--- config.mk ---
export PLATFORM = sky130hd
export DESIGN_NAME = bfr_branch_resolver
export DESIGN_NICKNAME = d
export VERILOG_FILES = /design/src/rtl/bfr_pkg.sv /design/src/rtl/bfr_decode.sv /design/src/rtl/bfr_compare.sv /design/src/rtl/bfr_target.sv /design/src/rtl/bfr_branch_resolver.sv
export SDC_FILE = /design/constraint.sdc
export NUM_CORES = 1
export LEC_CHECK = 0
export BUFFER_PORTS_ARGS = -buffer_cell sky130_fd_sc_hd__buf_2
export CORE_ASPECT_RATIO = 2
export CORE_MARGIN = 1
export CORE_UTILIZATION = 35
export DETAILED_ROUTE_END_ITERATION = 7
export PLACE_DENSITY = 0.61
export SYNTH_ARGS = -nofsm -noshare
export SYNTH_HDL_FRONTEND = slang
export SYNTH_HIERARCHICAL = 1
export SYNTH_SLANG_ARGS = --single-unit
--- constraint.sdc ---
create_clock -name clk -period 3.7 [get_ports clk]
set_input_delay 0.185 -clock clk [delete_from_list [all_inputs] [get_ports clk]]
set_output_delay 0.185 -clock clk [all_outputs]
set_load 0.01 [all_outputs]
--- src/rtl/bfr_pkg.sv ---
package bfr_pkg;

  localparam logic [2:0] CLS_WIDE   = 3'd5;
  localparam logic [2:0] CLS_NARROW = 3'd6;

  typedef enum logic [3:0] {
    BR_ALWAYS = 4'h0,
    BR_EQ     = 4'h1,
    BR_UGT    = 4'h2,
    BR_UGE    = 4'h3,
    BR_ANYSET = 4'h4,
    BR_NE     = 4'h5,
    BR_SGT    = 4'h6,
    BR_SGE    = 4'h7,
    BR_CALL   = 4'h8,
    BR_RET    = 4'h9,
    BR_ULT    = 4'ha,
    BR_ULE    = 4'hb,
    BR_SLT    = 4'hc,
    BR_SLE    = 4'hd,
    BR_RSV_E  = 4'he,
    BR_RSV_F  = 4'hf
  } br_code_e;

  typedef enum logic [1:0] {
    CK_HELPER_ADDR = 2'd0,
    CK_LOCAL       = 2'd1,
    CK_HELPER_ID   = 2'd2
  } call_kind_e;

  // Every condition is built from four primitive relations.
  function automatic logic cond_eval(input br_code_e code, input logic eq,
                                     input logic ult, input logic slt,
                                     input logic any_set);
    logic hit;
    case (code)
      BR_EQ:     hit = eq;
      BR_NE:     hit = !eq;
      BR_ANYSET: hit = any_set;
      BR_UGT:    hit = !ult && !eq;
      BR_UGE:    hit = !ult;
      BR_ULT:    hit = ult;
      BR_ULE:    hit = ult || eq;
      BR_SGT:    hit = !slt && !eq;
      BR_SGE:    hit = !slt;
      BR_SLT:    hit = slt;
      BR_SLE:    hit = slt || eq;
      default:   hit = 1'b0;
    endcase
    return hit;
  endfunction

endpackage

--- src/rtl/bfr_decode.sv ---
module bfr_decode
  import bfr_pkg::*;
(
  input  logic [7:0] opcode,
  input  logic [3:0] src_field,
  output br_code_e   code,
  output logic       narrow,
  output logic       is_always,
  output logic       is_cond,
  output logic       is_call,
  output call_kind_e call_kind,
  output logic       is_exit,
  output logic       illegal
);

  logic [2:0] cls;
  logic       src_sel;
  logic       bad;

  assign cls     = opcode[2:0];
  assign src_sel = opcode[3];
  assign code    = br_code_e'(opcode[7:4]);
  assign narrow  = (cls == CLS_NARROW);

  always_comb begin
    bad       = (cls != CLS_WIDE) && (cls != CLS_NARROW);
    is_always = 1'b0;
    is_cond   = 1'b0;
    is_call   = 1'b0;
    is_exit   = 1'b0;
    call_kind = CK_HELPER_ADDR;
    case (code)
      BR_ALWAYS: begin
        if (narrow || src_sel) bad = 1'b1;
        else                   is_always = 1'b1;
      end
      BR_RET: begin
        if (narrow || src_sel) bad = 1'b1;
        else                   is_exit = 1'b1;
      end
      BR_CALL: begin
        if (src_sel || (src_field > 4'd2)) bad = 1'b1;
        else begin
          is_call   = 1'b1;
          call_kind = call_kind_e'(src_field[1:0]);
        end
      end
      BR_RSV_E, BR_RSV_F: bad = 1'b1;
      default: is_cond = 1'b1;
    endcase
    if (bad) begin
      is_always = 1'b0;
      is_cond   = 1'b0;
      is_call   = 1'b0;
      is_exit   = 1'b0;
      call_kind = CK_HELPER_ADDR;
    end
    illegal = bad;
  end

endmodule

--- src/rtl/bfr_compare.sv ---
module bfr_compare #(
  parameter int DATA_W = 64
) (
  input  logic              narrow,
  input  logic [DATA_W-1:0] a,
  input  logic [DATA_W-1:0] b,
  output logic              eq,
  output logic              ult,
  output logic              slt,
  output logic              any_set
);

  localparam int HALF_W = DATA_W / 2;

  function automatic logic [3:0] relate_wide(input logic [DATA_W-1:0] x,
                                              input logic [DATA_W-1:0] y);
    return {x == y, x < y, $signed(x) < $signed(y), |(x & y)};
  endfunction

  function automatic logic [3:0] relate_half(input logic [HALF_W-1:0] x,
                                              input logic [HALF_W-1:0] y);
    return {x == y, x < y, $signed(x) < $signed(y), |(x & y)};
  endfunction

  logic [3:0] rel_wide;
  logic [3:0] rel_half;

  assign rel_wide = relate_wide(a, b);
  assign rel_half = relate_half(a[HALF_W-1:0], b[HALF_W-1:0]);

  assign {eq, ult, slt, any_set} = narrow ? rel_half : rel_wide;

endmodule

--- src/rtl/bfr_target.sv ---
module bfr_target #(
  parameter int PC_W  = 32,
  parameter int OFF_W = 16
) (
  input  logic [PC_W-1:0]  pc,
  input  logic [OFF_W-1:0] offset,
  output logic [PC_W-1:0]  seq_pc,
  output logic [PC_W-1:0]  jump_pc
);

  localparam int EXT_W = PC_W - OFF_W;

  function automatic logic [PC_W-1:0] widen(input logic [OFF_W-1:0] off);
    return {{EXT_W{off[OFF_W-1]}}, off};
  endfunction

  assign seq_pc  = pc + PC_W'(1);
  assign jump_pc = seq_pc + widen(offset);

endmodule

--- src/rtl/bfr_branch_resolver.sv ---
module bfr_branch_resolver
  import bfr_pkg::*;
#(
  parameter int DATA_W = 64,
  parameter int PC_W   = 32,
  parameter int OFF_W  = 16
) (
  input  logic              clk,
  input  logic              rst_n,
  input  logic              in_valid,
  input  logic [7:0]        opcode,
  input  logic [3:0]        src_field,
  input  logic [DATA_W-1:0] dst_val,
  input  logic [DATA_W-1:0] src_val,
  input  logic [OFF_W-1:0]  offset,
  input  logic [PC_W-1:0]   pc,
  output logic              out_valid,
  output logic              taken,
  output logic [PC_W-1:0]   next_pc,
  output logic              is_call,
  output logic [1:0]        call_kind,
  output logic              is_exit,
  output logic              illegal
);

  localparam int EXT_W = PC_W - OFF_W;

  br_code_e   dec_code;
  logic       dec_narrow, dec_always, dec_cond, dec_call, dec_exit, dec_illegal;
  call_kind_e dec_kind;
  logic       rel_eq, rel_ult, rel_slt, rel_any;
  logic [PC_W-1:0] seq_pc, jump_pc;
  logic       cond_hit, local_call, take_now;
  logic [PC_W-1:0] pc_now;

  bfr_decode u_decode (
    .opcode    (opcode),
    .src_field (src_field),
    .code      (dec_code),
    .narrow    (dec_narrow),
    .is_always (dec_always),
    .is_cond   (dec_cond),
    .is_call   (dec_call),
    .call_kind (dec_kind),
    .is_exit   (dec_exit),
    .illegal   (dec_illegal)
  );

  bfr_compare #(.DATA_W(DATA_W)) u_compare (
    .narrow  (dec_narrow),
    .a       (dst_val),
    .b       (src_val),
    .eq      (rel_eq),
    .ult     (rel_ult),
    .slt     (rel_slt),
    .any_set (rel_any)
  );

  bfr_target #(.PC_W(PC_W), .OFF_W(OFF_W)) u_target (
    .pc      (pc),
    .offset  (offset),
    .seq_pc  (seq_pc),
    .jump_pc (jump_pc)
  );

  // Named internal events, kept visible for the assertions.
  assign cond_hit   = dec_cond && cond_eval(dec_code, rel_eq, rel_ult, rel_slt, rel_any);
  assign local_call = dec_call && (dec_kind == CK_LOCAL);
  assign take_now   = dec_always || cond_hit || local_call;
  assign pc_now     = take_now ? jump_pc : seq_pc;

  always_ff @(posedge clk) begin
    if (!rst_n) begin
      out_valid <= 1'b0;
      taken     <= 1'b0;
      next_pc   <= '0;
      is_call   <= 1'b0;
      call_kind <= 2'd0;
      is_exit   <= 1'b0;
      illegal   <= 1'b0;
    end else begin
      out_valid <= in_valid;
      if (in_valid) begin
        taken     <= take_now;
        next_pc   <= pc_now;
        is_call   <= dec_call;
        call_kind <= dec_kind;
        is_exit   <= dec_exit;
        illegal   <= dec_illegal;
      end
    end
  end

  // the result follows the presented instruction by one cycle
  a_r2_valid_follows: assert property (@(posedge clk) disable iff (!rst_n)
    in_valid |=> out_valid);
  a_r2_idle_follows: assert property (@(posedge clk) disable iff (!rst_n)
    !in_valid |=> !out_valid);

  // sequential and branch targets measured from the presented pc
  a_r7_seq_pc: assert property (@(posedge clk) disable iff (!rst_n)
    (out_valid && !taken) |-> (next_pc == $past(pc) + PC_W'(1)));
  a_r7_jump_pc: assert property (@(posedge clk) disable iff (!rst_n)
    (out_valid && taken) |->
      (next_pc == $past(pc) + PC_W'(1) + {{EXT_W{$past(offset[OFF_W-1])}}, $past(offset)}));

  // an illegal encoding has no other effect
  a_r11_illegal_quiet: assert property (@(posedge clk) disable iff (!rst_n)
    (out_valid && illegal) |-> (!taken && !is_call && !is_exit));

  // only the local call kind moves control
  a_r9_helper_not_taken: assert property (@(posedge clk) disable iff (!rst_n)
    (out_valid && is_call && call_kind != 2'd1) |-> !taken);

  // a return comes only from code 9 in the wide class with bit 3 clear
  a_r10_exit_encoding: assert property (@(posedge clk) disable iff (!rst_n)
    (out_valid && is_exit) |-> ($past(opcode) == 8'h95 && !taken));

  // at most one kind of outcome per result
  a_r11_one_outcome: assert property (@(posedge clk) disable iff (!rst_n)
    out_valid |-> $onehot0({illegal, is_call, is_exit}));

endmodule

; Word level (Yosys, flattened, before mapping)
; Index checks and enable logic that the tools add are counted.
[classes]
add_sub_neg = 2
magnitude_cmp = 5
eq_ne = 21
muxes = 19
bitwise = 2
n_reduce_logical = 20
[ops]
columns = op, n
row1 = 64-bit < comparator, 2
row2 = 64-bit bitwise AND, 1
row3 = 64-bit equality test, 1
row4 = 32-bit < comparator, 2
row5 = 64-bit OR reduction, 1
row6 = "32-bit by 1-bit adder with 32-bit output, second input constant", 1
row7 = 32-bit adder, 1
row8 = 32-bit bitwise AND, 1
row9 = 32-bit equality test, 1
row10 = "4-bit equality test, second input constant", 8
row11 = 32-bit 2-to-1 mux, 1
row12 = 32-bit OR reduction, 1
row13 = "4-bit by 3-bit equality test with 1-bit output, second input constant", 4
row14 = 1-bit 2-to-1 mux, 12
row15 = 1-bit one-hot mux with 11 select lines, 1
row16 = "4-bit by 2-bit equality test with 1-bit output, second input constant", 2
row17 = 1-bit logical OR, 6
row18 = 2-bit 2-to-1 mux, 3
row19 = "3-bit != test, second input constant", 2
row20 = 1-bit logical AND, 5
row21 = 5-bit OR reduction, 1
row22 = "4-bit by 1-bit equality test with 1-bit output, second input constant", 1
row23 = "4-bit by 2-bit greater-than comparator with 1-bit output, second input constant", 1
row24 = 4-bit logical NOT, 1
row25 = 6 further kinds, 9
[totals]
reg_bits = 39
inputBits = 191
out_inout_bits = 39
elab_cells = 76

; Depth between registers and ports, before layout
; Gate-level depths: netlist of the first run.
[depth]
ltp_word = 10
mapped_depth = 18
ltp_nobuf = 17

; Modules after synthesis
; Netlist of the first run, hierarchy kept.
[by_module_without_submodules]
columns = module, instances, cells_each, area_per_inst_um2, seq_area_each_um2
row1 = bfr_branch_resolver, 1, 299, 2675.1, 780.7
row2 = bfr_compare, 1, 324, 2586.2, 0.0
row3 = bfr_target, 1, 375, 2511.2, 0.0
row4 = bfr_decode, 1, 30, 190.2, 0.0

; Least setup slack after synthesis of the first run
; OpenSTA, ideal clock, no wires.
[synth_timing]
path_kind = input port to flip-flop
start = input port pc[0]
end = register next_pc[31]
setup_time_ns = 0.121
t_arrival_ns = 3.575
required_time_ns = 3.579
slack_ns = 0.004
path_stages = 18
n_path_buf = 1
path_cell_list = ha_1 -> nand4_1 -> nor3_1 -> nand4_1 -> nor2_1 -> nand3_1 -> xnor2_1 -> ha_1 -> clkbuf_1 -> nand2_1 -> o21ai_0 -> nand3_1 -> a21o_1 -> or3_2 -> o221a_1 -> nand2b_1 -> nor3_1 -> nor3_2
[synth_between]
elab_chain_cells = 3
[synth_lines]
columns = element, line
row1 = start: declaration, bfr_branch_resolver.sv:16  ; input logic [PC_W-1:0] pc,
row2 = 32-bit by 1-bit adder with 32-bit output, bfr_target.sv:17  ; assign seq_pc = pc + PC_W'(1);
row3 = named net seq_pc[26], bfr_branch_resolver.sv:32  ; logic [PC_W-1:0] seq_pc, jump_pc;
row4 = 32-bit adder, bfr_target.sv:18  ; assign jump_pc = seq_pc + widen(offset);
row5 = named net jump_pc[31], bfr_branch_resolver.sv:32
row6 = 32-bit 2-to-1 mux, bfr_branch_resolver.sv:70  ; assign pc_now = take_now ? jump_pc : seq_pc;
row7 = end signal: assignment, bfr_branch_resolver.sv:85  ; next_pc <= pc_now;
row8 = end: declaration, bfr_branch_resolver.sv:19  ; output logic [PC_W-1:0] next_pc,
; The timed path passes the listed nets, and every way through them passes these cells.
; A chain may end at the register's enable or synchronous reset.

; Final worst setup path of the first run
; Same ends and word-level chain as after synthesis.

==> flow_summary_export.csv, run 1 <==
group,metric,value,unit
run_status,status,"finished clean",
synth,muxShareOfSynthArea,0.880,%
synth,yosysWarnings,6,
timing,fmax,0.283,GHz
synth,synth_xor_area_share,6.16,%
timing,post-route-min-period,3.54,ns
final_layout,area_growth,26.9,%
detailed_routing,detail-route-antenna-nets,0,
synth,synthTopCellsByCount,"ha_1 (164), inv_1 (81), a21oi_1 (68)",
synth,synthArstFlopShare,0,%
floorplanning,coreArea,22300,um^2
floorplanning,fp.dieW,109,um
synth,yosysMostFrequentCell,"ha_1",
placed_design,dp_hpwl,23.7,mm
synth,netlist_area,7960,um^2
pwr,ir_drop,0.180,mV
placed_design,port_buffers,229,
synth,syn_inst,1028,
global_routing,grt_pass1_vias,9156,
global_routing,grt_max_degree,105,
timing,fin_worst_skew,0,ns
timing,drv_slew,0,
timing,worst_slack,0.161,ns
final_layout,drive_above_1_share,31.6,%
synth,yosys.area.top_type_share,25.8,%
synth,synth_area_per_cell,7.75,um^2
timing,fin_hold_ws,0.323,ns
critical_path,critPathCaptureType,"flip-flop",
floorplanning,io_pins,230,
synth,yosys-top-cells-area,"ha_1 (26%), dfxtp_1 (9.8%), xnor2_1 (4.7%)",
detailed_routing,first_pass_iters,5,
detailed_routing,drt_iter0_drc,393,
detailed_routing,vias,8771,
placed_design,place_ws,-0.146,ns
critical_path,cp_max_fo,3,
clock_tree,cts-buffers-inserted,5,
floorplanning,initial_core_util,35.8,%
detailed_routing,via_per_inst,5.58,
detailed_routing,routed_wl,28.8,mm
flow_run,cap_viol_max_count,0,
final_layout,fin_nets,1651,
clock_tree,cts_tree,"built",
global_routing,grt_pass1_wl,44.6,mm
global_routing,grt_use_total,24.9,%
global_routing,gr-total-overflow,0,
timing,worstMarginPinSlew,1.13,ns
timing,finalHoldViolations,0,
critical_path,critPathLaunchType,"input pin",
min_path,min_path_type,"in -> reg",
synth,synth_nets,1384,
final_layout,design_area,10100,um^2
synth,synth_adder_area_share,26.0,%
clock_tree,cts_max_level,2,
clock_tree,clk_latency,0.30,ns
critical_path,path_class,"in -> reg",
clock_tree,path_clk_slew,0.07,ns
synth,ys.flop_type,"dfxtp_1",
synth,ys_types,68,
timing,slew_headroom,24.4,%
clock_tree,clockRootBuffer,"clkbuf_16",
clock_tree,clk_path_buf_depth,2,
placed_design,gp_congestion,0.923,
clock_tree,clkSinkCount,39,
synth,ys_seq_area_share,9.81,%
detailed_routing,wl_per_cell,18.3,um
synth,synth_simple_gate_area_share,28.8,%
critical_path,critPathArrivalTime,3.74,ns
synth,synth_area_leader_cell,"ha_1",
pwr,power_density,219,nW/um^2
floorplanning,floorplan.die_area,23400,um^2
timing,min_period_over_period,95.7,%
placed_design,placed_area,9870,um^2
synth,synth_seq_cells,39,
global_routing,antenna_found_initial,1,
detailed_routing,drc,0,
critical_path,required,3.90,ns
synth,synth_compound_area_share,20.5,%
synth,synth_edf_count,0,
synth,synth_top_family_by_area,"simple AND/OR/NAND/NOR gates",
floorplanning,row_count,77,
pwr,power.leakage,4.91,nW
floorplanning,dieHeight,215,um
timing,setup_viol,0,
cell type report:
cell class | count | area, um^2
multi-input cells | 850 | 6640
fillers | 2285 | 12100
clock buffers | 6 | 139
well taps | 276 | 345
inverters | 81 | 304
clock inverters | 2 | 35.0
repair buffers | 318 | 1870
diodes | 1 | 2.50
flip-flops and latches | 39 | 781
metal layers:
metal / global-route usage [%] / vias to the layer above / share of wire [%]
met5: 0 / - / 0
met2: 49.0 / 341 / 55
li1: - / 4305 / -
met1: 21.2 / 4025 / 32
met4: 18.2 / 0 / 7.2
met3: 4.22 / 100 / 5.5
path summary, 6_finish.rpt:
path | startpoint | depth (start not counted) | slack [ns] | endpoint
max | pc[0] | 18 | 0.16 | next_pc[31]
min | opcode[3] | 4 | 0.32 | is_exit
max reg2reg | next_pc[28] | 2 | 2.91 | next_pc[28]
min reg2reg | is_exit | 2 | 0.51 | is_exit
registers in the layout, indices dropped and copies added, names as in the netlist:
| register | cells |
|---|---|
| illegal | 1 |
| next_pc | 32 |
| is_call | 1 |
| out_valid | 1 |
| taken | 1 |
| is_exit | 1 |
| call_kind | 2 |
logic make-up (layout without fill, tap and decap cells):
group           count (synthesis)  in the layout
simple gates                  390            390
compound gates                232            232
fa+ha+maj                     165            165
buf+inv                       139            407
xor+xnor                       56             56
flops                          39             39
mux                             7              7
other cells                     0              1
worst max-delay path, stage by stage:
cell and delay, ns:
buf_2 0.11, ha_1 0.17, nand4_1 0.15, nor3_2 0.23, buf_4 0.15, nand2_1 0.08, buf_4 0.15, xnor2_1 0.23
ha_1 0.31, a21oi_1 0.17, o21ai_0 0.24, a41o_1 0.34, or2_2 0.29, o21a_1 0.20, o221a_1 0.21, nand2b_1 0.19
nor3_2 0.26, nor3_2 0.06
what timing repair did:
| item | 4_1_cts | 5_1_grt |
|---|---|---|
| hold endpoints to repair | 0 | 0 |
| gates resized for setup | 0 | 13 |
| hold buffers | 0 | 0 |
| setup buffers | 0 | 1 |
| endpoints found under the setup margin | 0 | 9 |
placed cells by master, fill, tap and decap left out, drive strengths merged, types with 4 or more instances in the layout:
cell type  synthesis  layout
nand2             65      65
nor2b              5       5
xnor2             43      43
and3              10      10
clkbuf            37       6
nor3              83      83
nand3             29      29
mux2i              7       7
dfxtp             39      39
inv               81      81
a31oi              6       6
a211o              4       4
ha               164     164
nor4              28      28
and2               7       7
nor2              42      42
a221oi             5       5
xor2              13      13
nand3b            32      32
o21a               4       4
o211ai             5       5
nand4             33      33
or3                5       5
o21ai             31      31
nand2b            35      35
and4               7       7
o221ai            33      33
buf               21     318
a21oi             98      98
a21o              11      11
power breakdown:
part / switching [mW] / total [mW] / internal, mW
Clock: 0.215 / 0.552 / 0.337
Sequential: 0.0172 / 0.469 / 0.451
Combinational: 0.655 / 1.19 / 0.534
stage by stage:
stage / utilization (%) / setup TNS, ns / cells / total power, mW
2_1_floorplan: - / 0 / 1028 / 1.17
3_3_place_gp: 44.3 / -0.260 / 1563 / 1.64
3_5_place_dp: 44.3 / -0.622 / 1563 / 1.65
4_1_cts: 45.1 / 0 / 1571 / 2.22
5_1_grt: 45.4 / -0.146 / 1573 / 2.37
6_report: 45.4 / 0 / 1573 / 2.21
(Power assumes the default switching activity.)
==> inputs of run 2 (changes only) <==
Settings changed: PLACE_DENSITY 0.61 to default.
==> flow_summary_export.csv, run 2 (synthesis results as in run 1) <==
group,metric,value,unit
placed_design,dp_cells,1566,
critical_path,critPathCaptureType,"flip-flop",
timing,setup_viol,0,
final_layout,area_growth,26.8,%
final_layout,layout.cells.non_filler,1576,
global_routing,grt_use_total,24.0,%
final_layout,mostFrequentLayoutCell,"buf_2",
clock_tree,cts_max_level,2,
floorplanning,row_count,77,
pwr,swShare,40.3,%
global_routing,antenna_found_initial,2,
global_routing,gr-total-overflow,0,
timing,slew_headroom,25.0,%
global_routing,grt_pass1_vias,8980,
final_layout,largest_reg_flops,32,
critical_path,timing.rr.start,"next_pc[28]",
min_path,hp-start,"src_field[1]",
critical_path,reg2reg_depth,2,
clock_tree,post_cts_buffers,0,
floorplanning,initial_core_util,35.8,%
pwr,p_comb_share,53.7,%
detailed_routing,drc,0,
flow_run,cap_viol_max_count,0,
floorplanning,dieHeight,215,um
clock_tree,cts_tree,"built",
timing,finalHoldViolations,0,
run_status,status,"finished clean",
min_path,hold_depth,5,
floorplanning,floorplan.die_area,23400,um^2
critical_path,required,3.90,ns
timing,worstMarginPinSlew,1.13,ns
placed_design,place_ws,-0.181,ns
placed_design,port_buffers,229,
clock_tree,hold_buffers,0,
final_layout,fin_util,45.4,%
placed_design,gp_congestion,0.897,
timing,post-route-min-period,3.53,ns
critical_path,setup.worst_path.start,"pc[0]",
timing,setup-tns-final,0,ns
timing,drv_slew,0,
min_path,whs_endpoint,"call_kind[1]",
critical_path,timing.rr.end,"next_pc[28]",
critical_path,critPathArrivalTime,3.74,ns
clock_tree,clk_latency,0.30,ns
pwr,ir_drop,0.228,mV
critical_path,crit_chain,"buf_2 > ha_1 > nand4_1 > nor3_2 > nand4_1 > nor2_1 > buf_4 > nand2_1 > xnor2_1 > ha_1 > a21oi_1 > o21ai_0 > a41o_1 > or2_2 > o21a_1 > o221a_1 > nand2b_1 > o221ai_1 > nor3_2",
timing,min_period_over_period,95.5,%
pwr,power,2.23,mW
placed_design,dp_hpwl,23.8,mm
critical_path,slowest_delay,0.30,ns
final_layout,layout_common_cells,"buf_2 (228), ha_1 (164), buf_4 (88)",
pwr,switchingPower,0.899,mW
final_layout,largest_registers,"next_pc x32, call_kind x2",
detailed_routing,wl_per_cell,18.2,um
pwr,power.leakage,4.92,nW
final_layout,regMostFlops,"next_pc",
min_path,min_path_type,"in -> reg",
floorplanning,coreArea,22300,um^2
clock_tree,path_clk_slew,0.07,ns
detailed_routing,via_per_inst,5.58,
floorplanning,io_pins,230,
timing,fmax,0.283,GHz
detailed_routing,vias,8801,
critical_path,crit_path_top_delay_cell,"ha_1",
timing,fin_worst_skew,0,ns
clock_tree,cts-buffers-inserted,5,
final_layout,fin_nets,1653,
timing,worst_slack,0.166,ns
pwr,pwr-share-clk,25.3,%
clock_tree,clk_path_buf_depth,2,
critical_path,rrSetupSlack,2.90,ns
floorplanning,fp.dieW,109,um
detailed_routing,drt_iter0_drc,316,
pwr,p_int,1.33,mW
critical_path,path_class,"in -> reg",
pwr,power_density,221,nW/um^2
clock_tree,clockRootBuffer,"clkbuf_16",
global_routing,grt_pass1_wl,43.0,mm
final_layout,drive_above_1_share,31.4,%
detailed_routing,detail-route-antenna-nets,0,
critical_path,critPathLaunchType,"input pin",
global_routing,grt_max_degree,105,
detailed_routing,first_pass_iters,5,
critical_path,cp_max_fo,5,
pwr,p_seq_share,21.0,%
clock_tree,clkSinkCount,39,
detailed_routing,routed_wl,28.7,mm
-- run 2: cell types whose count changed in the layout (fill, tap and decap cells not counted), sizes merged --
cell / before / now
buf: 318 / 320
diode: 1 / 2
inv: 81 / 82
clkinv: 1 / 0
-- run 2: layer usage --
| metal | wire length, um | global-route usage [%] | vias up |
|---|---|---|---|
| met5 | 0 | 0 | - |
| met4 | 2110 | 18.4 | 0 |
| met3 | 1330 | 2.73 | 100 |
| met2 | 16000 | 48.9 | 318 |
| met1 | 9260 | 19.6 | 4063 |
| li1 | - | - | 4320 |
-- run 2: worst max-delay path by stage --
stage                        endpoint  slack (ns)  cells after the start
final                     next_pc[31]        0.17                     19
after detailed placement  next_pc[29]       -0.18                     19
after global placement    next_pc[29]       -0.04                     19
after global routing      next_pc[30]       -0.02                     20
after floorplan           next_pc[31]       0.004                     18
after CTS                 next_pc[29]        0.15                     19
-- run 2: critical path, delay by kind of cell --
kind | cells | cell delay (ns)
AOI/OAI and AO/OA | 6 | 1.25
and+or+nand+nor | 8 | 1.40
buffers and inverters | 2 | 0.27
adders and majority gates | 2 | 0.46
xor gates and xnor gates | 1 | 0.18
-- run 2: repair_timing --
item / in CTS / in global routing
setup endpoints to repair: 0 / 6
endpoints found under the hold margin: 0 / 0
gates resized for setup: 0 / 7
-- run 2: area by class of cell --
| type | instances | area [um^2] |
|---|---|---|
| clock inverters | 2 | 38.8 |
| inverters | 81 | 304 |
| fillers | 2306 | 12200 |
| repair buffers | 320 | 1880 |
| well taps | 276 | 345 |
| diodes | 2 | 5.00 |
| flip-flops and latches | 39 | 781 |
| clock buffers | 6 | 139 |
| multi-input cells | 850 | 6600 |
-- run 2: power groups by stage --
stage	Combinational (mW)	Sequential (mW)	Clock (mW)
2_1_floorplan	0.684	0.490	0
3_3_place_gp	1.18	0.478	0
3_5_place_dp	1.19	0.479	0
4_1_cts	1.20	0.469	0.579
5_1_grt	1.32	0.472	0.587
6_report	1.20	0.468	0.565
-- run 2: stage by stage --
step           hold WS (ns)  area (um^2)
6_report              0.333        10100
5_1_grt               0.385        10100
4_1_cts               0.332        10100
3_5_place_dp          0.497         9890
3_3_place_gp          0.494         9890
2_1_floorplan         0.429         7960
==> inputs of run 3 (changes only) <==
--- a/config.mk
+++ b/config.mk
@@ -7,8 +7,11 @@
 export LEC_CHECK = 0
 export BUFFER_PORTS_ARGS = -buffer_cell sky130_fd_sc_hd__buf_2
+export CELL_PAD_IN_SITES_DETAIL_PLACEMENT = 0
+export CELL_PAD_IN_SITES_GLOBAL_PLACEMENT = 1
 export CORE_ASPECT_RATIO = 2
 export CORE_MARGIN = 1
 export CORE_UTILIZATION = 35
 export DETAILED_ROUTE_END_ITERATION = 7
+export PLACE_DENSITY_LB_ADDON = 0.1
 export SYNTH_ARGS = -nofsm -noshare
 export SYNTH_HDL_FRONTEND = slang
==> constraint.sdc (replaced) <==
create_clock -name clk -period 3.7 [get_ports clk]
set_input_delay 0.185 -clock clk [delete_from_list [all_inputs] [get_ports clk]]
set_output_delay 0.185 -clock clk [all_outputs]
set_load 0.05 [all_outputs]
==> flow_summary_export.csv, run 3 (synthesis results as in run 1) <==
group,metric,value,unit
detailed_routing,drc,0,
timing,fin_worst_skew,0,ns
placed_design,port_buffers,229,
global_routing,grt_use_total,25.4,%
timing,setup-tns-final,0,ns
global_routing,grt_max_degree,105,
final_layout,drive_above_1_share,33.8,%
clock_tree,cts-buffers-inserted,5,
clock_tree,cts_tree,"built",
pwr,p_comb_share,57.6,%
floorplanning,row_count,77,
detailed_routing,vias,8783,
final_layout,area_growth,30.5,%
critical_path,path_class,"in -> reg",
pwr,pwr-share-clk,22.0,%
min_path,min_path_type,"in -> reg",
pwr,ir_drop,0.184,mV
critical_path,critPathCapture,"next_pc[31]",
critical_path,critPathCaptureType,"flip-flop",
timing,finalHoldViolations,0,
pwr,swShare,43.5,%
final_layout,fin_nets,1680,
global_routing,antenna_found_initial,0,
detailed_routing,routed_wl,29.6,mm
final_layout,layout_common_cells,"buf_2 (228), ha_1 (163), buf_4 (113)",
timing,post-route-min-period,3.48,ns
global_routing,grt_pass1_vias,9122,
clock_tree,clk_latency,0.30,ns
critical_path,critPathArrivalTime,3.68,ns
timing,fmax,0.287,GHz
run_status,status,"finished clean",
critical_path,timing.rr.end,"next_pc[26]",
timing,worstMarginPinSlew,1.19,ns
floorplanning,io_pins,230,
final_layout,largest_reg_flops,32,
critical_path,reg2reg_depth,2,
floorplanning,fp.dieW,109,um
global_routing,grt_pass1_wl,45.2,mm
final_layout,largest_registers,"next_pc x32, call_kind x2",
pwr,power_density,222,nW/um^2
detailed_routing,drt_iter0_drc,349,
placed_design,dp_cells,1592,
floorplanning,floorplan.die_area,23400,um^2
pwr,switchingPower,1.01,mW
floorplanning,coreArea,22300,um^2
floorplanning,initial_core_util,35.8,%
placed_design,gp_congestion,0.888,
detailed_routing,detail-route-antenna-nets,0,
pwr,power.leakage,5.07,nW
detailed_routing,via_per_inst,5.49,
timing,slew_headroom,20.7,%
clock_tree,clockRootBuffer,"clkbuf_16",
final_layout,fin_util,46.7,%
final_layout,mostFrequentLayoutCell,"buf_2",
final_layout,design_area,10400,um^2
detailed_routing,wl_per_cell,18.5,um
clock_tree,path_clk_slew,0.06,ns
pwr,p_seq_share,20.4,%
pwr,p_int,1.31,mW
global_routing,gr-total-overflow,0,
detailed_routing,first_pass_iters,7,
flow_run,cap_viol_max_count,0,
critical_path,timing.rr.start,"next_pc[26]",
critical_path,required,3.90,ns
timing,min_period_over_period,94.2,%
final_layout,layout.cells.non_filler,1601,
placed_design,placed_area,10100,um^2
critical_path,cp_max_fo,5,
critical_path,setup.worst_path.start,"pc[0]",
pwr,power,2.31,mW
clock_tree,hold_buffers,0,
timing,setup_viol,0,
timing,drv_slew,0,
clock_tree,cts_max_level,2,
final_layout,n_antenna_cell,0,
floorplanning,dieHeight,215,um
final_layout,regMostFlops,"next_pc",
placed_design,dp_hpwl,24.4,mm
critical_path,rrSetupSlack,2.90,ns
clock_tree,clk_path_buf_depth,2,
clock_tree,clkSinkCount,39,
critical_path,critPathLaunchType,"input pin",
## run 3: cell count changes in the layout (fill, tap and decap cells not counted), moves of 2 or more
cell / change
buf_12: +2
buf_4: +25
diode_2: -2
nor2_1: -2
nor3_1: -3
nor3_2: +3
o221ai_1: -2
o221ai_2: +2
xnor2_1: -3
xnor2_2: +3
## run 3: worst min-delay path by stage
stage / from / end / depth (start not counted)
3_3_place_gp: call_kind[1] / call_kind[1] / 2
5_1_grt: opcode[3] / is_exit / 4
2_1_floorplan: opcode[3] / is_exit / 3
6_report: opcode[3] / is_exit / 4
4_1_cts: opcode[3] / is_exit / 4
3_5_place_dp: is_exit / is_exit / 2
## run 3: metrics by stage
step                hold slack (ns)  setup WS, ns
floorplan                     0.430       0.00441
global placement              0.492        -0.173
detailed placement            0.502        -0.273
CTS                           0.301        0.0170
global route                  0.336       -0.0595
finish                        0.300         0.216
## run 3: worst max-delay path: stages
cell	delay [ns]
buf_2	0.09
ha_1	0.16
nand4_1	0.15
nor3_2	0.15
buf_4	0.15
nand4_1	0.21
nor2_1	0.17
buf_4	0.15
nand2_1	0.07
xnor2_1	0.20
ha_1	0.30
nand2_1	0.15
o21ai_1	0.15
a41o_1	0.25
or2_2	0.32
o21a_1	0.20
o221a_1	0.19
nand2b_1	0.18
o221ai_2	0.21
nor3_2	0.05
## run 3: repair_timing
action	4_1_cts	5_1_grt
buffers inserted	0	1
hold endpoints to repair	0	0
resized for setup	0	24
endpoints found under the setup margin	0	11
## run 3: power groups by stage
stage / combinational [mW] / clock, mW / sequential, mW
after floorplan: 0.684 / 0 / 0.584
after global placement: 1.31 / 0 / 0.481
after detailed placement: 1.31 / 0 / 0.482
after CTS: 1.32 / 0.524 / 0.473
after global routing: 1.46 / 0.531 / 0.475
final: 1.33 / 0.508 / 0.472
## run 3: per-layer routing
metal | global-route usage (%) | wire (um) | vias to the layer above
met2 | 54.3 | 17500 | 242
met4 | 13.0 | 1490 | 0
li1 | - | - | 4338
met5 | 0 | 0 | -
met3 | 1.58 | 1000 | 60
met1 | 21.7 | 9650 | 4143
## run 3: cell type report
cell class | count | area, um^2
Fill cell | 2335 | 11900
Multi-Input combinational cell | 850 | 6690
Timing Repair Buffer | 347 | 2110
Sequential cell | 39 | 781
Tap cell | 276 | 345
Inverter | 81 | 304
Clock buffer | 7 | 153
Clock inverter | 1 | 7.51
